## config.mk

```make
export PLATFORM = sky130hd
export DESIGN_NAME = apu_io_page
export DESIGN_NICKNAME = d
export VERILOG_FILES = /design/src/rtl/apu_io_pkg.sv /design/src/rtl/apu_io_decode.sv /design/src/rtl/apu_io_ctrl.sv /design/src/rtl/apu_rom_overlay.sv /design/src/rtl/apu_io_page.sv
export SDC_FILE = /design/constraint.sdc
export NUM_CORES = 1
export LEC_CHECK = 0
export ABC_AREA = 1
export BUFFER_PORTS_ARGS = -buffer_cell sky130_fd_sc_hd__buf_2
export CORE_MARGIN = 2
export CORE_UTILIZATION = 45
export DETAILED_ROUTE_END_ITERATION = 16
export SLEW_MARGIN = 20
export SYNTH_ARGS = -nofsm -noshare
export SYNTH_HDL_FRONTEND = slang
export SYNTH_SLANG_ARGS = --single-unit
```

## constraint.sdc

```tcl
create_clock -name clk -period 2.45 [get_ports clk]
set_clock_uncertainty 0.15 [all_clocks]
set_input_delay 0 -clock clk [delete_from_list [all_inputs] [get_ports clk]]
set_output_delay 0 -clock clk [all_outputs]
set_load 0.1 [all_outputs]
```

## src/rtl/apu_io_pkg.sv

```systemverilog
package apu_io_pkg;
  localparam int DATA_W = 8;
  localparam int N_TMR  = 3;
  localparam int N_PORT = 4;

  // register page offsets (behaviour depends on them)
  localparam logic [3:0] OFF_TEST = 4'h0;
  localparam logic [3:0] OFF_CTRL = 4'h1;
  localparam logic [3:0] OFF_IDX  = 4'h2;
  localparam logic [3:0] OFF_DSP  = 4'h3;
  localparam logic [3:0] OFF_PORT = 4'h4;
  localparam logic [3:0] OFF_PER  = 4'hA;
  localparam logic [3:0] OFF_CNT  = 4'hD;

  // control byte fields
  localparam int CB_CLR_LO = 4;
  localparam int CB_CLR_HI = 5;
  localparam int CB_ROM    = 7;

  typedef enum logic [1:0] {RG_EXT, RG_IO, RG_ROM} region_e;
  typedef enum logic [1:0] {SRC_EXT, SRC_DSP, SRC_LOC} rsrc_e;
endpackage

```

## src/rtl/apu_io_decode.sv

```systemverilog
module apu_io_decode
  import apu_io_pkg::*;
#(
  parameter int ADDR_W = 16,
  parameter int ROM_AW = 6
) (
  input  logic [ADDR_W-1:0] addr,
  output region_e           region,
  output logic [3:0]        io_off
);
  localparam logic [ADDR_W-5:0] IO_TAG = (ADDR_W-4)'(4'hF);

  always_comb begin
    io_off = addr[3:0];
    if (&addr[ADDR_W-1:ROM_AW])
      region = RG_ROM;
    else if (addr[ADDR_W-1:4] == IO_TAG && io_off != 4'h8 && io_off != 4'h9)
      region = RG_IO;
    else
      region = RG_EXT;
  end
endmodule

```

## src/rtl/apu_io_ctrl.sv

```systemverilog
module apu_io_ctrl
  import apu_io_pkg::*;
#(
  parameter int DSP_AW = 7,
  parameter int CNT_W  = 4
) (
  input  logic                    clk,
  input  logic                    rst_n,
  input  logic                    wr,
  input  logic                    rd,
  input  logic                    sel,
  input  logic [3:0]              off,
  input  logic [DATA_W-1:0]       wdata,
  input  logic                    hin_valid,
  input  logic [1:0]              hin_idx,
  input  logic [DATA_W-1:0]       hin_data,
  input  logic [N_TMR*CNT_W-1:0]  tmr_cnt,
  output logic                    rom_en,
  output logic [N_TMR-1:0]        tmr_en,
  output logic [N_TMR-1:0]        tmr_per_wr,
  output logic [DATA_W-1:0]       tmr_per_data,
  output logic [N_TMR-1:0]        tmr_cnt_rd,
  output logic [N_TMR-1:0]        tmr_cnt_clr,
  output logic                    dsp_rd,
  output logic                    dsp_wr,
  output logic [DSP_AW-1:0]       dsp_addr,
  output logic [DATA_W-1:0]       dsp_wdata,
  output logic [N_PORT*DATA_W-1:0] host_out,
  output logic [DATA_W-1:0]       io_rdata,
  output logic                    io_dsp
);
  logic              wr_io, rd_io, ctrl_wr, clr_lo, clr_hi;
  logic [DATA_W-1:0] idx_q;
  logic [N_TMR-1:0]  ten_q;
  logic              rom_q;
  logic [DATA_W-1:0] pin_q [N_PORT];

  assign wr_io   = wr && sel;
  assign rd_io   = rd && !wr && sel;
  assign ctrl_wr = wr_io && off == OFF_CTRL;
  assign clr_lo  = ctrl_wr && wdata[CB_CLR_LO];
  assign clr_hi  = ctrl_wr && wdata[CB_CLR_HI];

  always_ff @(posedge clk or negedge rst_n) begin
    if (!rst_n) begin
      ten_q <= '0;
      rom_q <= 1'b1;
      idx_q <= '0;
    end else begin
      if (ctrl_wr) begin
        ten_q <= wdata[N_TMR-1:0];
        rom_q <= wdata[CB_ROM];
      end
      if (wr_io && off == OFF_IDX) idx_q <= wdata;
    end
  end

  assign rom_en = rom_q;
  assign tmr_en = ten_q;

  // mailbox input latches and host output bytes
  for (genvar p = 0; p < N_PORT; p++) begin : g_port
    logic clr_p;
    assign clr_p = (p < N_PORT/2) ? clr_lo : clr_hi;
    always_ff @(posedge clk or negedge rst_n) begin
      if (!rst_n) begin
        pin_q[p] <= '0;
        host_out[p*DATA_W +: DATA_W] <= '0;
      end else begin
        if (clr_p)
          pin_q[p] <= '0;
        else if (hin_valid && hin_idx == 2'(p))
          pin_q[p] <= hin_data;
        if (wr_io && off == OFF_PORT + 4'(p))
          host_out[p*DATA_W +: DATA_W] <= wdata;
      end
    end
  end

  // timer strobes
  for (genvar t = 0; t < N_TMR; t++) begin : g_tmr
    assign tmr_per_wr[t]  = wr_io && off == OFF_PER + 4'(t);
    assign tmr_cnt_clr[t] = wr_io && off == OFF_CNT + 4'(t);
    assign tmr_cnt_rd[t]  = rd_io && off == OFF_CNT + 4'(t);
  end
  assign tmr_per_data = wdata;

  // indirect DSP access
  assign dsp_addr  = idx_q[DSP_AW-1:0];
  assign dsp_wdata = wdata;
  assign dsp_wr    = wr_io && off == OFF_DSP && !idx_q[DATA_W-1];
  assign dsp_rd    = rd_io && off == OFF_DSP;
  assign io_dsp    = off == OFF_DSP;

  always_comb begin
    io_rdata = '0;
    case (off)
      OFF_IDX:        io_rdata = idx_q;
      4'h4:           io_rdata = pin_q[0];
      4'h5:           io_rdata = pin_q[1];
      4'h6:           io_rdata = pin_q[2];
      4'h7:           io_rdata = pin_q[3];
      OFF_CNT:        io_rdata = DATA_W'(tmr_cnt[0*CNT_W +: CNT_W]);
      OFF_CNT + 4'd1: io_rdata = DATA_W'(tmr_cnt[1*CNT_W +: CNT_W]);
      OFF_CNT + 4'd2: io_rdata = DATA_W'(tmr_cnt[2*CNT_W +: CNT_W]);
      default:        io_rdata = '0;
    endcase
  end

  AST_CLR_LO: assert property (@(posedge clk) disable iff (!rst_n)
    clr_lo |=> (pin_q[0] == '0 && pin_q[1] == '0));
  AST_CLR_HI: assert property (@(posedge clk) disable iff (!rst_n)
    clr_hi |=> (pin_q[2] == '0 && pin_q[3] == '0));
  AST_TEN_FOLLOW: assert property (@(posedge clk) disable iff (!rst_n)
    ctrl_wr |=> tmr_en == $past(wdata[N_TMR-1:0]));
  AST_DSP_GATE: assert property (@(posedge clk) disable iff (!rst_n)
    (wr_io && off == OFF_DSP && idx_q[DATA_W-1]) |-> !dsp_wr);
endmodule

```

## src/rtl/apu_rom_overlay.sv

```systemverilog
module apu_rom_overlay
  import apu_io_pkg::*;
#(
  parameter int ROM_AW = 6
) (
  input  logic              clk,
  input  logic              ld_valid,
  input  logic [ROM_AW-1:0] ld_addr,
  input  logic [DATA_W-1:0] ld_data,
  input  logic              wr,
  input  logic [ROM_AW-1:0] addr,
  input  logic [DATA_W-1:0] wdata,
  input  logic              rom_en,
  output logic [DATA_W-1:0] rdata
);
  localparam int DEPTH = 1 << ROM_AW;

  logic [DATA_W-1:0] rom_mem [DEPTH];
  logic [DATA_W-1:0] shd_mem [DEPTH];

  always_ff @(posedge clk) begin
    if (ld_valid) rom_mem[ld_addr] <= ld_data;
    if (wr)       shd_mem[addr]    <= wdata;
  end

  assign rdata = rom_en ? rom_mem[addr] : shd_mem[addr];
endmodule

```

## src/rtl/apu_io_page.sv

```systemverilog
module apu_io_page
  import apu_io_pkg::*;
#(
  parameter int ADDR_W = 16,
  parameter int ROM_AW = 6,
  parameter int DSP_AW = 7,
  parameter int CNT_W  = 4
) (
  input  logic                      clk,
  input  logic                      rst_n,
  input  logic [ADDR_W-1:0]         cpu_addr,
  input  logic [7:0]                cpu_wdata,
  input  logic                      cpu_wr,
  input  logic                      cpu_rd,
  output logic [7:0]                cpu_rdata,
  output logic                      cpu_rvalid,
  output logic                      ram_req,
  output logic                      ram_we,
  output logic [ADDR_W-1:0]         ram_addr,
  output logic [7:0]                ram_wdata,
  input  logic [7:0]                ram_rdata,
  output logic                      dsp_rd,
  output logic                      dsp_wr,
  output logic [DSP_AW-1:0]         dsp_addr,
  output logic [7:0]                dsp_wdata,
  input  logic [7:0]                dsp_rdata,
  output logic [2:0]                tmr_en,
  output logic [2:0]                tmr_per_wr,
  output logic [7:0]                tmr_per_data,
  output logic [2:0]                tmr_cnt_rd,
  output logic [2:0]                tmr_cnt_clr,
  input  logic [3*CNT_W-1:0]        tmr_cnt,
  input  logic                      host_in_valid,
  input  logic [1:0]                host_in_idx,
  input  logic [7:0]                host_in_data,
  output logic [31:0]               host_out,
  input  logic                      rom_ld_valid,
  input  logic [ROM_AW-1:0]         rom_ld_addr,
  input  logic [7:0]                rom_ld_data
);
  region_e           region;
  logic [3:0]        io_off;
  logic [DATA_W-1:0] io_rdata, rom_rdata, loc_q;
  logic              io_dsp, rom_en, rd_go;
  logic              rvalid_q;
  rsrc_e             src_q;

  apu_io_decode #(.ADDR_W(ADDR_W), .ROM_AW(ROM_AW)) i_dec (
    .addr(cpu_addr), .region(region), .io_off(io_off));

  apu_io_ctrl #(.DSP_AW(DSP_AW), .CNT_W(CNT_W)) i_ctrl (
    .clk(clk), .rst_n(rst_n), .wr(cpu_wr), .rd(cpu_rd),
    .sel(region == RG_IO), .off(io_off), .wdata(cpu_wdata),
    .hin_valid(host_in_valid), .hin_idx(host_in_idx), .hin_data(host_in_data),
    .tmr_cnt(tmr_cnt), .rom_en(rom_en), .tmr_en(tmr_en),
    .tmr_per_wr(tmr_per_wr), .tmr_per_data(tmr_per_data),
    .tmr_cnt_rd(tmr_cnt_rd), .tmr_cnt_clr(tmr_cnt_clr),
    .dsp_rd(dsp_rd), .dsp_wr(dsp_wr), .dsp_addr(dsp_addr), .dsp_wdata(dsp_wdata),
    .host_out(host_out), .io_rdata(io_rdata), .io_dsp(io_dsp));

  apu_rom_overlay #(.ROM_AW(ROM_AW)) i_rom (
    .clk(clk), .ld_valid(rom_ld_valid), .ld_addr(rom_ld_addr), .ld_data(rom_ld_data),
    .wr(cpu_wr && region == RG_ROM), .addr(cpu_addr[ROM_AW-1:0]),
    .wdata(cpu_wdata), .rom_en(rom_en), .rdata(rom_rdata));

  // pass-through to RAM
  assign ram_req   = (cpu_wr || cpu_rd) && region == RG_EXT;
  assign ram_we    = cpu_wr;
  assign ram_addr  = cpu_addr;
  assign ram_wdata = cpu_wdata;

  // one-cycle read return
  assign rd_go = cpu_rd && !cpu_wr;
  always_ff @(posedge clk or negedge rst_n) begin
    if (!rst_n) begin
      rvalid_q <= 1'b0;
      src_q    <= SRC_LOC;
      loc_q    <= '0;
    end else begin
      rvalid_q <= rd_go;
      if (rd_go) begin
        if (region == RG_EXT)           src_q <= SRC_EXT;
        else if (region == RG_IO && io_dsp) src_q <= SRC_DSP;
        else                            src_q <= SRC_LOC;
        loc_q <= (region == RG_ROM) ? rom_rdata : io_rdata;
      end
    end
  end

  assign cpu_rvalid = rvalid_q;
  always_comb begin
    case (src_q)
      SRC_EXT: cpu_rdata = ram_rdata;
      SRC_DSP: cpu_rdata = dsp_rdata;
      default: cpu_rdata = loc_q;
    endcase
  end

  AST_ROM_NOT_EXT: assert property (@(posedge clk) disable iff (!rst_n)
    ((cpu_wr || cpu_rd) && (&cpu_addr[ADDR_W-1:ROM_AW])) |-> !ram_req);
  AST_RVALID_LAT: assert property (@(posedge clk) disable iff (!rst_n)
    (cpu_rd && !cpu_wr) |=> cpu_rvalid);
  AST_ONE_STROBE: assert property (@(posedge clk) disable iff (!rst_n)
    $onehot0({tmr_per_wr, tmr_cnt_rd, tmr_cnt_clr, dsp_rd, dsp_wr}));
  AST_TEST_QUIET: assert property (@(posedge clk) disable iff (!rst_n)
    (cpu_wr && cpu_addr == ADDR_W'(16'h00F0)) |->
      (!ram_req && !dsp_wr && tmr_per_wr == '0 && tmr_cnt_clr == '0));
endmodule

```

==> metrics <==
status complete, but fails checks; failing checks hold timing; commonest non-fill, non-tap cell in the layout nand2_1; Buffers & Inverters on Critical Path 2; Synth Net Count 4,513; Setup WS post-layout 63.9 ps; DP Area 50,800 µm²; drt total wl 136,000 µm; vias in the first global route 32,300; synthesized area 46,500 µm²; DR pass1 iterations 5; Die Footprint 106,000 µm²; fin cells 6,338; Layout area overhead 19.6%; via count 33,500; nets 4,953; Seq/Total Area, Yosys 70.8%; Mapped Cells 4,431; Yosys top cell area share 66.1%; layout cells sized above 1 13.8%; Initial Util 45.5%; Worst setup EP type flip-flop; Max Cap Viol 0; pre-CTS worst setup slack 33.0 ps; die width 326 µm; hold crit path type input pin to flip-flop; IO Port Bufs 185; Crit-path slowest cell dlygate4sd3_1; CP arrival 2840 ps; Slew HR 42.1%; CTS tree done; Antenna Violating Nets Remaining 0; clock insertion delay at the later pin of the skew report 720 ps; crit path max fanout 2; Tcrit/Tclk final 97.4%; synthesized flop and latch total 1,111; crit start category flip-flop; endpoints failing hold 1; gr ovfl total 0; critical path type flip-flop to flip-flop; fmax 0.419 GHz; family with the most delay on the worst path buffers and inverters; Die Y-Extent 326 µm; DRT iter0 DRCs 3,721; Post-Layout Inst Area 55,600 µm²; RSZ-0062 raised after global routing false; Max IR drop VDD 0.645 mV; global-route wire length before repair 203,000 µm; Final Max Tran Viols 0; Vias per Instance 5.28; row count 117; # DRC 0; Core Box Area 102,000 µm²; routed len/inst 21.4 µm; Num CTS Buffers 114; Synth Area per Inst 10.5 µm²; Leakage 22.7 nW; H-tree depth 3; boundary pin count 186; Clock Tree Root clkbuf_16; GRT Total Usage 25.5%; CP required 2900 ps; placed cell count 6,029; most frequent cells in the layout nand2_1, edfxtp_1, nor2_1; synth warn 0; cell taking the most area after synthesis edfxtp_1; Reg clk slew, reported paths 70 ps; critical path's largest stage delay 610 ps; top cells by area in the synthesized netlist edfxtp_1, nand2_1, dfrtp_1; initial antenna violation count 2; Netlist cell types 31; Max Root-Sink Buffers 3; flop2flop setup slack 60 ps; final hold slack -61.5 ps; minimum clock period 2390 ps; Worst Tran Pin Value 868 ps; DP Wirelength 88,000 µm; routability-driven placement congestion ratio 0.937; pin count of the biggest net entering global routing 69; pwr dens 754 nW/µm²; worst path cell trace a221oi_2, dlygate4sd3_1, nand2_1, a21oi_1, dlygate4sd3_1, a21oi_1; Final Setup Violations 0; clock sink count 1,111
==> worst paths after layout <==
| check | startpoint | endpoint | cells past startpoint |
|---|---|---|---|
| worst max-delay path | i_ctrl.pin_q[3] | loc_q[3] | 6 |
| worst min-delay path | cpu_addr[5] | loc_q[2] | 8 |
| worst max register to register | i_ctrl.pin_q[3] | loc_q[3] | 6 |
| worst min register to register | i_ctrl.host_out[15] | i_ctrl.host_out[15] | 2 |
| max in group asynchronous | rst_n | i_ctrl.rom_en | 4 |
| min in group asynchronous | rst_n | src_q[1] | 3 |
==> layer usage <==
metal  vias to the layer above  wire, µm  track usage [%]
li1                      15500         -                -
met5                         -         0                0
met1                     16300     59200             37.0
met4                         0      4320             8.72
met2                      1450     60700             38.8
met3                       232     11600             4.43
==> cell families (layout without fill, tap and decap cells) <==
family / count (synthesis) / after routing / synth area share [%]
compound gates: 133 / 133 / 1.72
buf+inv: 310 / 848 / 3.47
flops: 1111 / 1111 / 70.8
other cells: 0 / 1 / 0
simple gates: 2877 / 2877 / 24.0
==> cells in the mapped netlist <==
cell type / number
dfrtp_1: 85
inv_1: 49
clkinv_1: 3
nand3_1: 110
buf_1: 26
a221oi_1: 7
a21oi_1: 14
a22oi_1: 16
nor2_4: 4
edfxtp_1: 1024
a31oi_1: 1
o21ai_1: 16
buf_2: 113
nand2_4: 1
and3_1: 1
clkbuf_1: 36
o22ai_1: 1
nor4_1: 2
nor3_1: 14
nor2_2: 4
o21ai_0: 70
buf_4: 71
nand2_1: 2374
a31oi_4: 2
a22o_1: 2
dfstp_2: 2
nand4_1: 73
nor2_1: 294
inv_2: 6
o2111a_1: 4
buf_6: 6
==> stage by stage <==
stage                     hold WS [ps]  TNS [ps]  utilization (%)  power [mW]
after CTS                         1.17         0             54.4        42.2
after global routing              5.85         0             54.4        43.2
after detailed placement          -105         0             49.8        24.5
after floorplan                   -446      -905                -        23.1
after global placement            -109         0             49.8        24.5
final                            -61.5         0             54.5        42.0
==> layout make-up <==
cell class                      count  area, µm²
Antenna cell                        1       2.50
Clock inverter                     78        831
Multi-Input combinational cell   3010      12100
Sequential cell                  1111      32900
Inverter                           58        233
Clock buffer                      136       2990
Fill cell                        8919      46500
Timing Repair Buffer              576       4890
Tap cell                         1368       1710
==> registers in the layout, summed over array words and instances (netlist names) <==
| signal | flops |
|---|---|
| src_q | 2 |
| loc_q | 8 |
| i_ctrl.pin_q | 32 |
| i_ctrl.host_out | 32 |
| i_rom.rom_mem | 512 |
| i_rom.shd_mem | 512 |
| i_ctrl.tmr_en | 3 |
| cpu_rvalid | 1 |
| i_ctrl.idx_q | 8 |
| i_ctrl.rom_en | 1 |
==> repair_timing <==
action / in CTS / in global routing
buffers inserted: 0 / 1
hold endpoints to repair: 1506 / 4
hold buffers: 93 / 2
gates resized for setup: 0 / 10
setup endpoints to repair: 0 / 28
==> worst register-to-register path, cell delays in order, from the launching register on <==
cell and delay, ps:
dfrtp_1 400, a221oi_2 230, dlygate4sd3_1 580, nand2_1 70, a21oi_1 170, dlygate4sd3_1 610, a21oi_1 70
==> power by group <==
group / switching [mW] / total (mW) / internal (mW)
Combinational: 2.43 / 3.33 / 0.899
Clock: 7.41 / 17.7 / 10.3
Sequential: 0.0899 / 21.0 / 20.9
Total: 9.93 / 42.0 / 32.0
Power figures use the tool's default switching activity.
